===== src/rtl/rtc_ctl_pkg.sv =====
`timescale 1ns/1ps
// Package: register addresses, oscillator mode codes and the layout of the
// control register, shared by the register file and its sub-blocks.
package rtc_ctl_pkg;

    // Register addresses (the map the software sees)
    localparam logic [7:0] ADR_MODE = 8'h0A;
    localparam logic [7:0] ADR_CTL  = 8'h0B;
    localparam logic [7:0] ADR_FLG  = 8'h0C;
    localparam logic [7:0] ADR_BAT  = 8'h0D;

    // Oscillator mode codes
    localparam logic [2:0] OSC_RUN    = 3'b010;
    localparam logic [2:0] OSC_RUN_CW = 3'b011;

    // Event flag indices inside the flag vector (bit 6 down to bit 4 of 0x0C)
    localparam int FLG_N   = 3;
    localparam int FLG_PER = 2;
    localparam int FLG_ALM = 1;
    localparam int FLG_UPD = 0;

    // Control register layout, bit 7 first
    typedef struct packed {
        logic inh;
        logic per_ie;
        logic alm_ie;
        logic upd_ie;
        logic sqw;
        logic bin;
        logic h24;
        logic dst;
    } ctl_reg_t;

endpackage


===== src/rtl/rtc_osc_ctl.sv =====
`timescale 1ns/1ps
// Oscillator mode decode and first-update delay.
// Assumes: div_tick is a one-cycle pulse at the half-second rate.
// The counter reloads whenever the divider is off, so every off-to-on
// change of the divider starts a fresh delay.
module rtc_osc_ctl #(
    parameter int DLY_TICKS = 1
) (
    input  logic       clk,
    input  logic       rst_n,
    input  logic [2:0] osc_mode,
    input  logic       div_tick,
    output logic       osc_en,
    output logic       div_en,
    output logic       flg_wr_ok,
    output logic       upd_allow
);
    import rtc_ctl_pkg::*;

    localparam int CW = (DLY_TICKS < 1) ? 1 : $clog2(DLY_TICKS + 1);
    localparam logic [CW-1:0] LOAD = CW'(DLY_TICKS);

    logic [CW-1:0] dly_cnt;

    // Decode the mode field into the enables and the flag-write unlock
    always_comb begin
        osc_en    = 1'b0;
        div_en    = 1'b0;
        flg_wr_ok = 1'b0;
        if (osc_mode == OSC_RUN || osc_mode == OSC_RUN_CW) begin
            osc_en = 1'b1;
            div_en = 1'b1;
        end else if (osc_mode[2:1] == 2'b11) begin
            osc_en = 1'b1;
        end
        if (osc_mode == OSC_RUN_CW) begin
            flg_wr_ok = 1'b1;
        end
    end

    // Count divider ticks down to zero after the divider comes on
    always_ff @(posedge clk) begin
        if (!rst_n) begin
            dly_cnt <= LOAD;
        end else if (!div_en) begin
            dly_cnt <= LOAD;
        end else if (div_tick && dly_cnt != '0) begin
            dly_cnt <= dly_cnt - 1'b1;
        end
    end

    assign upd_allow = div_en && (dly_cnt == '0);

endmodule


===== src/rtl/rtc_uip_track.sv =====
`timescale 1ns/1ps
// Update-in-progress tracker.
// Assumes: upd_start and upd_done are one-cycle pulses from the update
// engine. The inhibit input takes priority over both.
module rtc_uip_track (
    input  logic clk,
    input  logic rst_n,
    input  logic upd_start,
    input  logic upd_done,
    input  logic upd_allow,
    input  logic inhibit,
    output logic uip
);

    // Hold the in-progress bit between the start and done pulses
    always_ff @(posedge clk) begin
        if (!rst_n) begin
            uip <= 1'b0;
        end else if (inhibit) begin
            uip <= 1'b0;
        end else if (upd_start && upd_allow) begin
            uip <= 1'b1;
        end else if (upd_done) begin
            uip <= 1'b0;
        end
    end

endmodule


===== src/rtl/rtc_flag_reg.sv =====
`timescale 1ns/1ps
// Event flags and the 32 kHz enable of the flag register.
// Assumes: events are one-cycle pulses. Event set beats write, and write
// beats read-clear. The 32 kHz enable has no reset, so that it keeps its
// value across a reset.
module rtc_flag_reg #(
    parameter int NF = 3
) (
    input  logic          clk,
    input  logic          rst_n,
    input  logic [NF-1:0] evt,
    input  logic          rd_clr,
    input  logic          wr_en,
    input  logic [NF-1:0] wr_flags,
    input  logic          wr_k32,
    output logic [NF-1:0] flags,
    output logic          k32
);

    for (genvar gi = 0; gi < NF; gi++) begin : g_flag
        // One sticky flag: set by its event, cleared by a read or reset
        always_ff @(posedge clk) begin
            if (!rst_n) begin
                flags[gi] <= 1'b0;
            end else if (evt[gi]) begin
                flags[gi] <= 1'b1;
            end else if (wr_en) begin
                flags[gi] <= wr_flags[gi];
            end else if (rd_clr) begin
                flags[gi] <= 1'b0;
            end
        end
    end

    // 32 kHz enable: changes only on an unlocked write
    always_ff @(posedge clk) begin
        if (wr_en) begin
            k32 <= wr_k32;
        end
    end

endmodule


===== src/rtl/rtc_ctl_regs.sv =====
`timescale 1ns/1ps
// RTC control and status register file (0x0A..0x0D).
// Assumes: one access per strobe cycle, with read data taken before the
// closing edge. Fields that keep their value across reset have no reset term.
module rtc_ctl_regs #(
    parameter int ADDR_W    = 8,
    parameter int DLY_TICKS = 1
) (
    input  logic              clk,
    input  logic              rst_n,
    input  logic              bus_rd,
    input  logic              bus_wr,
    input  logic [ADDR_W-1:0] bus_addr,
    input  logic [7:0]        bus_wdata,
    output logic [7:0]        bus_rdata,
    input  logic              upd_start,
    input  logic              upd_done,
    output logic              upd_allow,
    input  logic              div_tick,
    input  logic              pf_evt,
    input  logic              af_evt,
    input  logic              uf_evt,
    input  logic              batt_ok,
    output logic              osc_en,
    output logic              div_en,
    output logic [3:0]        rate_sel,
    output logic              sqw_en,
    output logic              bin_fmt,
    output logic              hr24_fmt,
    output logic              dst_en,
    output logic              ck32_en,
    output logic              irq
);
    import rtc_ctl_pkg::*;

    localparam logic [ADDR_W-1:0] A_MODE = ADDR_W'(ADR_MODE);
    localparam logic [ADDR_W-1:0] A_CTL  = ADDR_W'(ADR_CTL);
    localparam logic [ADDR_W-1:0] A_FLG  = ADDR_W'(ADR_FLG);
    localparam logic [ADDR_W-1:0] A_BAT  = ADDR_W'(ADR_BAT);

    logic [2:0]       osc_q;
    logic [3:0]       rs_q;
    ctl_reg_t         ctl_q;
    logic             uip_q;
    logic             inh_q;
    logic             flg_wr_ok;
    logic             flg_write;
    logic             flg_rdclr;
    logic [FLG_N-1:0] evt_v;
    logic [FLG_N-1:0] ien_v;
    logic [FLG_N-1:0] flags_q;
    logic             k32_q;
    logic             intf;

    // Mode register: oscillator field and rate select, no reset
    always_ff @(posedge clk) begin
        if (bus_wr && bus_addr == A_MODE) begin
            osc_q <= bus_wdata[6:4];
            rs_q  <= bus_wdata[3:0];
        end
    end

    // Control register: reset clears only the four enables
    always_ff @(posedge clk) begin
        if (!rst_n) begin
            ctl_q.per_ie <= 1'b0;
            ctl_q.alm_ie <= 1'b0;
            ctl_q.upd_ie <= 1'b0;
            ctl_q.sqw    <= 1'b0;
        end else if (bus_wr && bus_addr == A_CTL) begin
            ctl_q <= ctl_reg_t'(bus_wdata);
        end
    end

    assign inh_q = ctl_q.inh;

    rtc_osc_ctl #(.DLY_TICKS(DLY_TICKS)) u_osc (
        .clk       (clk),
        .rst_n     (rst_n),
        .osc_mode  (osc_q),
        .div_tick  (div_tick),
        .osc_en    (osc_en),
        .div_en    (div_en),
        .flg_wr_ok (flg_wr_ok),
        .upd_allow (upd_allow)
    );

    rtc_uip_track u_uip (
        .clk       (clk),
        .rst_n     (rst_n),
        .upd_start (upd_start),
        .upd_done  (upd_done),
        .upd_allow (upd_allow),
        .inhibit   (inh_q),
        .uip       (uip_q)
    );

    // Gather the event pulses and enables in flag-index order
    always_comb begin
        evt_v          = '0;
        ien_v          = '0;
        evt_v[FLG_PER] = pf_evt;
        evt_v[FLG_ALM] = af_evt;
        evt_v[FLG_UPD] = uf_evt;
        ien_v[FLG_PER] = ctl_q.per_ie;
        ien_v[FLG_ALM] = ctl_q.alm_ie;
        ien_v[FLG_UPD] = ctl_q.upd_ie;
    end

    assign flg_write = bus_wr && (bus_addr == A_FLG) && flg_wr_ok;
    assign flg_rdclr = bus_rd && (bus_addr == A_FLG);

    rtc_flag_reg #(.NF(FLG_N)) u_flg (
        .clk      (clk),
        .rst_n    (rst_n),
        .evt      (evt_v),
        .rd_clr   (flg_rdclr),
        .wr_en    (flg_write),
        .wr_flags (bus_wdata[6:4]),
        .wr_k32   (bus_wdata[2]),
        .flags    (flags_q),
        .k32      (k32_q)
    );

    assign intf = |(flags_q & ien_v);

    // Read multiplexer; the in-progress bit is masked at once by inhibit
    always_comb begin
        bus_rdata = 8'h00;
        unique case (bus_addr)
            A_MODE:  bus_rdata = {uip_q & ~inh_q, osc_q, rs_q};
            A_CTL:   bus_rdata = ctl_q;
            A_FLG:   bus_rdata = {intf, flags_q, 1'b0, k32_q, 2'b00};
            A_BAT:   bus_rdata = {batt_ok, 7'b0};
            default: bus_rdata = 8'h00;
        endcase
    end

    assign rate_sel = rs_q;
    assign sqw_en   = ctl_q.sqw;
    assign bin_fmt  = ctl_q.bin;
    assign hr24_fmt = ctl_q.h24;
    assign dst_en   = ctl_q.dst;
    assign ck32_en  = k32_q;
    assign irq      = intf;

endmodule


===== config.mk =====
export PLATFORM = sky130hd
export DESIGN_NAME = rtc_ctl_regs
export DESIGN_NICKNAME = d
export VERILOG_FILES = /design/src/rtl/rtc_ctl_pkg.sv /design/src/rtl/rtc_osc_ctl.sv /design/src/rtl/rtc_uip_track.sv /design/src/rtl/rtc_flag_reg.sv /design/src/rtl/rtc_ctl_regs.sv
export SDC_FILE = /design/constraint.sdc
export NUM_CORES = 1
export LEC_CHECK = 0
export BUFFER_PORTS_ARGS = -buffer_cell sky130_fd_sc_hd__buf_4
export CAP_MARGIN = 20
export CORE_UTILIZATION = 30
export CTS_BUF_LIST = sky130_fd_sc_hd__clkbuf_2
export DETAILED_ROUTE_END_ITERATION = 8
export PLACE_DENSITY = 0.57
export SETUP_SLACK_MARGIN = 0.5
export SYNTH_ARGS = -nofsm -noshare
export SYNTH_HDL_FRONTEND = slang
export SYNTH_SLANG_ARGS = --single-unit

===== constraint.sdc =====
create_clock -name clk -period 1.8 [get_ports clk]
set_input_delay 0.36 -clock clk [delete_from_list [all_inputs] [get_ports clk]]
set_output_delay 0.36 -clock clk [all_outputs]
set_load 0.05 [all_outputs]

==> results.txt, run 1 <==
- Run status: complete, but fails checks
* Violated checks: negative setup slack
- Post-synthesis sequential area ratio: 54.89%
* Post-route cell area: 0.001836 mm^2
- Worst path top cell family by delay: compound AO/OA/AOI/OAI gates
* Post-synth top area cell: sky130_fd_sc_hd__edfxtp_1
- DRC violation count after routing: 0
* Least setup slack across all paths after layout: -207.5 ps
- The number of global-route vias before repair was 974.
- In this run the power density over the cells is 452.9 mW/mm^2.
- Die Width: 59.29 um
- Final-report setup violation count: 9
- The count of nets left with antenna violations once routing finished came out at 0.
- CP endpoint kind: primary output
- Largest fanout on the critical path: 2
- Number of pins with negative max-slew slack in the final report: 0
- Dominant combinational cell family by area after synthesis: simple AND/OR/NAND/NOR gates
* Max Fclk: 498.1 MHz
- CP Cell Sequence: a222oi_1, nand2_1, o2111ai_2, o211ai_4, buf_6
- The floorplan has 20 rows.
* Switching part of the total: 24.27%
* Data arrival, critical path: 1650 ps
* CTS Sinks: 21
- Flip-flop cell with the highest count after synthesis: sky130_fd_sc_hd__edfxtp_1
* Post-synthesis instance area: 984.7 um^2
- Buffers inserted during clock tree synthesis total 3.
- Category of the worst setup path launch point: flop
- Input and output buffers added on the ports amount to 47.
- 48 I/O pins were placed.
- Worst clock skew on the final layout: 2.179 ps
- Final hold violations: 0
- In the synthesized netlist, mux cells make up 0% of the area.
- The analysis attributes to net switching a power of 201.8 uW.
- Delay of the slowest critical-path stage: 460 ps
* Mean cell area of the mapped netlist: 11.58 um^2
* Clock-pin slew reported for the worst setup and hold paths after clock tree synthesis: 200 ps
- Routability Congestion: 0.8122
* Violation count after the first detailed-route iteration: 10
- The synthesized netlist devotes 14.99% of its cell area to compound gates.
* Maximum ir drop on the vdd rail: 0.3454 mV
* Final Cycle Share: 111.5%
* Die Area: 0.003515 mm^2
- Unrepaired setup endpoints after global routing: yes
- Worst path bufs/invs: 1
* Async set-reset flop share out of synthesis: 0%
- WL per Instance: 14.37 um
* Global-route wire length before repair: 4643 um
* Internal: 629.5 uW
* Number of enable-type register cells in the synthesized netlist: 12
- Cell area reported after detailed placement: 0.001503 mm^2
- The largest individual stage delay along the critical path comes from the cell sky130_fd_sc_hd__a222oi_1.
* Share of cells above drive strength 1: 68.42%
* Critical path type: reg -> out
* Cell variety after synth: 29
* Post-Syn Nets: 112
* Synthesized-area fraction occupied by and/or/nand/nor cells: 26.30%
- Sequential group share of total power: 62.1%
- In this run, synthesis produced a sequential element count of 21.
* Static Leak: 0.7852 nW
* Relative slew slack: 70.19%
- Clock latency on the worst-skew pair, taken at its later pin, is 330 ps.
- Hold crit path type: in -> reg
- Maximum number of buffers from clock root to sink: 2
- Maximum level of the CTS H-tree: 1
- Synthesized instance count: 85
* Antenna diodes: 0
- Per report_power, the combinational group accounts for 13.7% of the total.
* Clock root buffer master: sky130_fd_sc_hd__clkbuf_2
- Of the total synthesized cell area, the portion taken by full adders, half adders and majority gates is 0%.
* Congestion Overflow GR: 0
- Global-route total usage across every layer: 18.08%
* Pin count of the biggest net entering global routing: 15
* Final WL: 2816 um
- Reported max-cap violation count: 0
* Count of TritonRoute iterations in the first routing pass: 4
- Layout Utilization: 59.63%
- Syn-to-layout area delta: 86.40%
- The clock network accounts for 24.2% of the total power.
- Detailed routing inserted a total of 941 vias.
- The number of antenna violations at the first check in global routing came to 0.
- Total negative setup slack: -523.0 ps
* Number of warnings printed during yosys synthesis: 0
- The initial utilization of the core area, before any placement, comes to 31.99%.
- Core box area: 0.003078 mm^2
* Number of vias per cell after detailed routing: 4.801
- Minimum clock period after layout: 2008 ps
* CP Data Required Time: 1440 ps
- Filler Cell Count: 273
- Once detailed placement completed, the half-perimeter wirelength came to 2086 um.
- The die is 59.29 um tall.
* Total number of nets in the final design: 180
- The share of synthesized area in the top cell type comes to 36.59%.
- Biggest area contributors in the synthesized netlist: sky130_fd_sc_hd__edfxtp_1, sky130_fd_sc_hd__dfxtp_1, sky130_fd_sc_hd__nand2_1
- TritonCTS built the clock tree.
* Parity-gate share of the synthesized area counting xor and xnor cells: 0%
* Worst-margin pin slew: 447.2 ps
cells in the mapped netlist, types with 2 or more instances:
| cell | count |
|---|---|
| sky130_fd_sc_hd__edfxtp_1 | 12 |
| sky130_fd_sc_hd__buf_6 | 2 |
| sky130_fd_sc_hd__dfxtp_1 | 9 |
| sky130_fd_sc_hd__a22o_1 | 3 |
| sky130_fd_sc_hd__o2111ai_1 | 2 |
| sky130_fd_sc_hd__nand2_1 | 14 |
| sky130_fd_sc_hd__nor2b_1 | 6 |
| sky130_fd_sc_hd__a22oi_1 | 4 |
| sky130_fd_sc_hd__nand3_1 | 5 |
| sky130_fd_sc_hd__clkbuf_1 | 2 |
| sky130_fd_sc_hd__o21ai_0 | 2 |
| sky130_fd_sc_hd__o21ai_1 | 2 |
| sky130_fd_sc_hd__inv_1 | 2 |
| sky130_fd_sc_hd__a221oi_1 | 3 |
| sky130_fd_sc_hd__and3_1 | 3 |
area by class of cell:
class	instances	area (um^2)	area share, %
Sequential cell	21	548.0	29.86
Timing Repair Buffer	67	653.1	35.58
Clock buffer	3	15.01	0.8180
Clock inverter	1	5.005	0.2727
Inverter	2	10.01	0.5453
Tap cell	44	55.05	2.999
Multi-Input combinational cell	58	549.3	29.93
final timing paths:
path                                startpoint             end  slack, ps  cells after the start
worst min-delay path              bus_wdata[7]           inh_q        190                      1
worst max register to register        osc_q[2]  u_flg.flags[2]        170                      5
worst max-delay path            u_flg.flags[1]    bus_rdata[7]       -210                      5
worst min register to register        ctl_q[4]        ctl_q[4]        500                      2
per-stage QoR:
step | cells | hold WS, ps | power [mW] | setup slack, ps
after floorplan | 85 | 449.2 | 0.5536 | 43.90
after CTS | 193 | 169.0 | 0.8357 | -183.2
after global routing | 196 | 155.7 | 0.8725 | -317.4
after detailed placement | 183 | 472.8 | 0.6251 | -142.2
after global placement | 183 | 468.2 | 0.6223 | -109.8
final | 196 | 191.0 | 0.8313 | -207.5
kinds of logic (layout without fill, tap and decap cells):
group / Yosys count / count (layout)
AOI/OAI and AO/OA: 19 / 19
buffers and inverters: 6 / 73
DFF: 21 / 21
and+or+nand+nor: 39 / 39
layer usage:
metal / track usage (%) / wire [um] / vias to the layer above
met5: 0 / 0 / -
met3: 3.057 / 124 / 3
li1: - / - / 458
met4: 5.102 / 22 / 0
met2: 34.83 / 1556 / 35
met1: 20.00 / 1112 / 445
timing repair:
| action | CTS | global route |
|---|---|---|
| setup endpoints to repair | 32 | 36 |
| gates cloned | 0 | 0 |
| hold buffers | 0 | 0 |
| setup buffers | 6 | 3 |
| gates resized for setup | 51 | 12 |
| pin swaps | 13 | 8 |
placed cells by master, fill, tap and decap left out, types with 2 or more instances in the layout:
master,count
sky130_fd_sc_hd__buf_6,18
sky130_fd_sc_hd__a22oi_2,4
sky130_fd_sc_hd__nor2b_1,4
sky130_fd_sc_hd__nand3_1,5
sky130_fd_sc_hd__nor4b_4,2
sky130_fd_sc_hd__nand2_2,4
sky130_fd_sc_hd__buf_4,38
sky130_fd_sc_hd__dfxtp_1,5
sky130_fd_sc_hd__nor2b_4,2
sky130_fd_sc_hd__and3_4,4
sky130_fd_sc_hd__a22o_4,3
sky130_fd_sc_hd__dfxtp_2,3
sky130_fd_sc_hd__nand2_1,10
sky130_fd_sc_hd__o21ai_0,2
sky130_fd_sc_hd__o21ai_1,2
sky130_fd_sc_hd__clkbuf_2,3
sky130_fd_sc_hd__a221oi_2,2
sky130_fd_sc_hd__buf_8,11
sky130_fd_sc_hd__edfxtp_1,12
sequential cells by signal, summed over array words and instances, names as in the netlist, 3 cells and up:
register and count:
ctl_q 3, osc_q 3, rate_sel 4, u_flg.flags 3
power by group through the flow:
| stage | logic [mW] | registers [mW] | clock network [mW] |
|---|---|---|---|
| 2_1_floorplan | 0.0266 | 0.527 | 0 |
| 5_1_grt | 0.122 | 0.518 | 0.233 |
| 3_5_place_dp | 0.0972 | 0.528 | 0 |
| 4_1_cts | 0.106 | 0.518 | 0.211 |
| 3_3_place_gp | 0.0948 | 0.528 | 0 |
| 6_report | 0.114 | 0.517 | 0.201 |
No activity file was read; power rests on OpenSTA's default activity.
==> inputs of run 2 (changes only) <==
==> constraint.sdc (replaced) <==
create_clock -name clk -period 1.8 [get_ports clk]
set_input_delay 0.09 -clock clk [delete_from_list [all_inputs] [get_ports clk]]
set_output_delay 0.09 -clock clk [all_outputs]
set_load 0.05 [all_outputs]
==> run 2 against run 1 <==
Net effect:
- the flow now finishes without violations
- count of clock-buffer cells in the layout grew 1
- maximum frequency grew 20%
- sequential share of layout area grew 0.90 points
- critical path type unchanged
- clock power shrank 8%
- non-clock buffer count grew 3
- highest routed layer unchanged
- cell count grew 1.5%
==> results.txt, run 2 (synthesized netlist as in run 1, its figures left out) <==
* Run status: finished, final reports clean (was complete, but fails checks)
* Routed Antenna Nets: 0 (unchanged)
- The placed wire-length estimate was 1954 um (was 2086 um).
* CP Data Required Time: 1710 ps (was 1440 ps)
- The total clock sinks came to 21 (unchanged).
* Global-route total usage across every layer: 16.45% (was 18.08%)
* Largest fanout on the critical path: 3 (was 2)
- The max-slew violation count came to 0 (unchanged).
* Syn-to-layout area delta: 79.29% (was 86.40%)
- The number of design rule violations left after detail routing was 0 (unchanged).
* Core box area: 0.003078 mm^2 (unchanged)
- Category of the worst setup path launch point: flop (unchanged)
- The endpoint kind of the worst setup timing path is a primary output (unchanged).
- The number of antenna violations at the first check in global routing was 0 (unchanged).
* Die Width: 59.29 um (unchanged)
- The largest net degree at the start of global routing came to 15 (unchanged).
* Die Area: 0.003515 mm^2 (unchanged)
* Source-to-sink clock delay at the later pin of the worst-skew pair: 300 ps (was 330 ps)
* WL per Instance: 13.39 um (was 14.37 um)
- Total number of nets in the final design: 183 (was 180)
* Number of vias per cell after detailed routing: 4.734 (was 4.801)
* Clock tree from TritonCTS: yes (unchanged)
- The first-pass GRT wire length was 4229 um (was 4643 um).
* Antenna diodes: 0 (unchanged)
* Data arrival, critical path: 1590 ps (was 1650 ps)
* Number of cell rows: 20 (unchanged)
* Violation count after the first detailed-route iteration: 27 (was 10)
- Congestion Overflow GR: 0 (unchanged)
- The remaining max-slew budget at the tightest pin is 75.53% (was 70.19%).
* Layout Utilization: 57.36% (was 59.63%)
* Die boundary height: 59.29 um (unchanged)
- The share of post-route cells with drive strength above 1 was 56.13% (was 68.42%).
- Cell Count, Final, Fillers Out: 199 (was 196)
- The post-placement cell count was 173 (was 183).
- Critical path type: reg -> out (unchanged)
- Reported max-cap violation count: 0 (unchanged)
- The final RePlAce weighted congestion is 0.7717 (was 0.8122).
* Commonest non-fill, non-tap cells in the layout: sky130_fd_sc_hd__buf_4, sky130_fd_sc_hd__buf_6, sky130_fd_sc_hd__nand2_1, sky130_fd_sc_hd__edfxtp_1, sky130_fd_sc_hd__dlygate4sd3_1 (was sky130_fd_sc_hd__buf_4, sky130_fd_sc_hd__buf_6, sky130_fd_sc_hd__edfxtp_1, sky130_fd_sc_hd__buf_8, sky130_fd_sc_hd__nand2_1)
* Max Fclk: 596.1 MHz (was 498.1 MHz)
- The final-report hold violation count was 0 (unchanged).
- The first-pass iteration count of the detailed router was 4 (unchanged).
* I/O pins: 48 (unchanged)
- Vias in the first global route: 943 (was 974)
* Final WL: 2665 um (was 2816 um)
* TritonCTS Buffers: 3 (unchanged)
* Clock-pin slew reported for the worst setup and hold paths after clock tree synthesis: 170 ps (was 200 ps)
- Worst-margin pin slew: 367.0 ps (was 447.2 ps)
- Worst clock skew on the final layout: 7.116 ps (was 2.179 ps)
* Hold crit path type: in -> reg (unchanged)
* Final-report setup violation count: 0 (was 9)
- The cell area power density came to 466.3 mW/mm^2 (was 452.9 mW/mm^2).
- The leakage power of the design was 0.7591 nW (was 0.7852 nW).
- Number of input and output port buffers inserted: 47 (unchanged)
* Maximum number of buffers from clock root to sink: 2 (unchanged)
- The final critical delay including setup and external delays is 1678 ps (was 2008 ps).
* Unrepaired setup endpoints after global routing: yes (unchanged)
- Clock root buffer master: sky130_fd_sc_hd__clkbuf_2 (unchanged)
- The starting density of the core is 31.99% (unchanged).
* Final Cycle Share: 93.20% (was 111.5%)
* Total via count after detailed routing: 942 (was 941)
- The maximum VDD drop is 0.5083 mV (was 0.3454 mV).
- Most common cell after layout, fill and taps aside: sky130_fd_sc_hd__buf_4 (unchanged)
- Largest register FFs: 4 (unchanged)
* Maximum level of the CTS H-tree: 1 (unchanged)
==> run 2: cell types whose count changed in the layout (fill, tap and decap cells not counted), sizes merged <==
cell | previous run | this run
clkinv | 1 | 0
dlygate4sd3 | 0 | 10
buf | 67 | 60
clkbuf | 3 | 4
==> run 2: critical path: stages (launching register included) <==
cell,delay [ps]
sky130_fd_sc_hd__dfxtp_2,370
sky130_fd_sc_hd__a222oi_1,400
sky130_fd_sc_hd__nand2_1,140
sky130_fd_sc_hd__o2111ai_2,90
sky130_fd_sc_hd__o211ai_2,120
sky130_fd_sc_hd__buf_6,170
==> run 2: timing repair <==
action                                 CTS  global route
pin swaps                               10            15
hold buffers                            10             0
setup endpoints to repair               14            16
endpoints found under the hold margin   14             0
buffers inserted                         7             5
resized for setup                       21            21
==> run 2: path summary, 6_finish.rpt <==
kind	startpoint	to	slack [ps]	cells after the start
setup / recovery	u_flg.flags[1]	bus_rdata[7]	120	5
hold / removal	af_evt	u_flg.flags[1]	30	3
setup reg to reg	osc_q[2]	u_flg.flags[1]	370	4
hold reg to reg	ctl_q[6]	ctl_q[6]	500	2
==> run 2: cell type report <==
type / count / area [um^2]
fill: 271 / 1313
tap: 44 / 55.05
clock buffer: 4 / 20.02
multi-input combinational: 58 / 488.0
timing repair buffer: 70 / 651.9
inverter: 2 / 7.507
sequential: 21 / 543.0
==> run 2: layer usage <==
layer | vias up | wire length, um | GRT usage [%]
met3 | 4 | 113 | 4.367
met4 | 0 | 30 | 6.122
met5 | - | 0 | 0
met1 | 449 | 1065 | 20.11
li1 | 463 | - | -
met2 | 26 | 1455 | 27.61
==> run 2: metrics by stage <==
stage	hold WS (ps)	setup slack, ps	cell area (um^2)	total power, mW	TNS (ps)
after floorplan	188.9	302.2	1001	0.5522	0
after global placement	276.9	309.4	1386	0.6112	0
after detailed placement	280.6	286.3	1386	0.6136	0
after CTS	17.37	99.38	1654	0.8273	0
after global routing	29.89	-67.57	1765	0.8686	-67.57
final	30.08	122.4	1765	0.8232	0
==> run 2: power breakdown <==
group / switching [mW] / internal, mW / total, mW
registers: 0.00575 / 0.513 / 0.518
clock network: 0.126 / 0.0589 / 0.184
logic: 0.0457 / 0.0747 / 0.120
total: 0.177 / 0.646 / 0.823
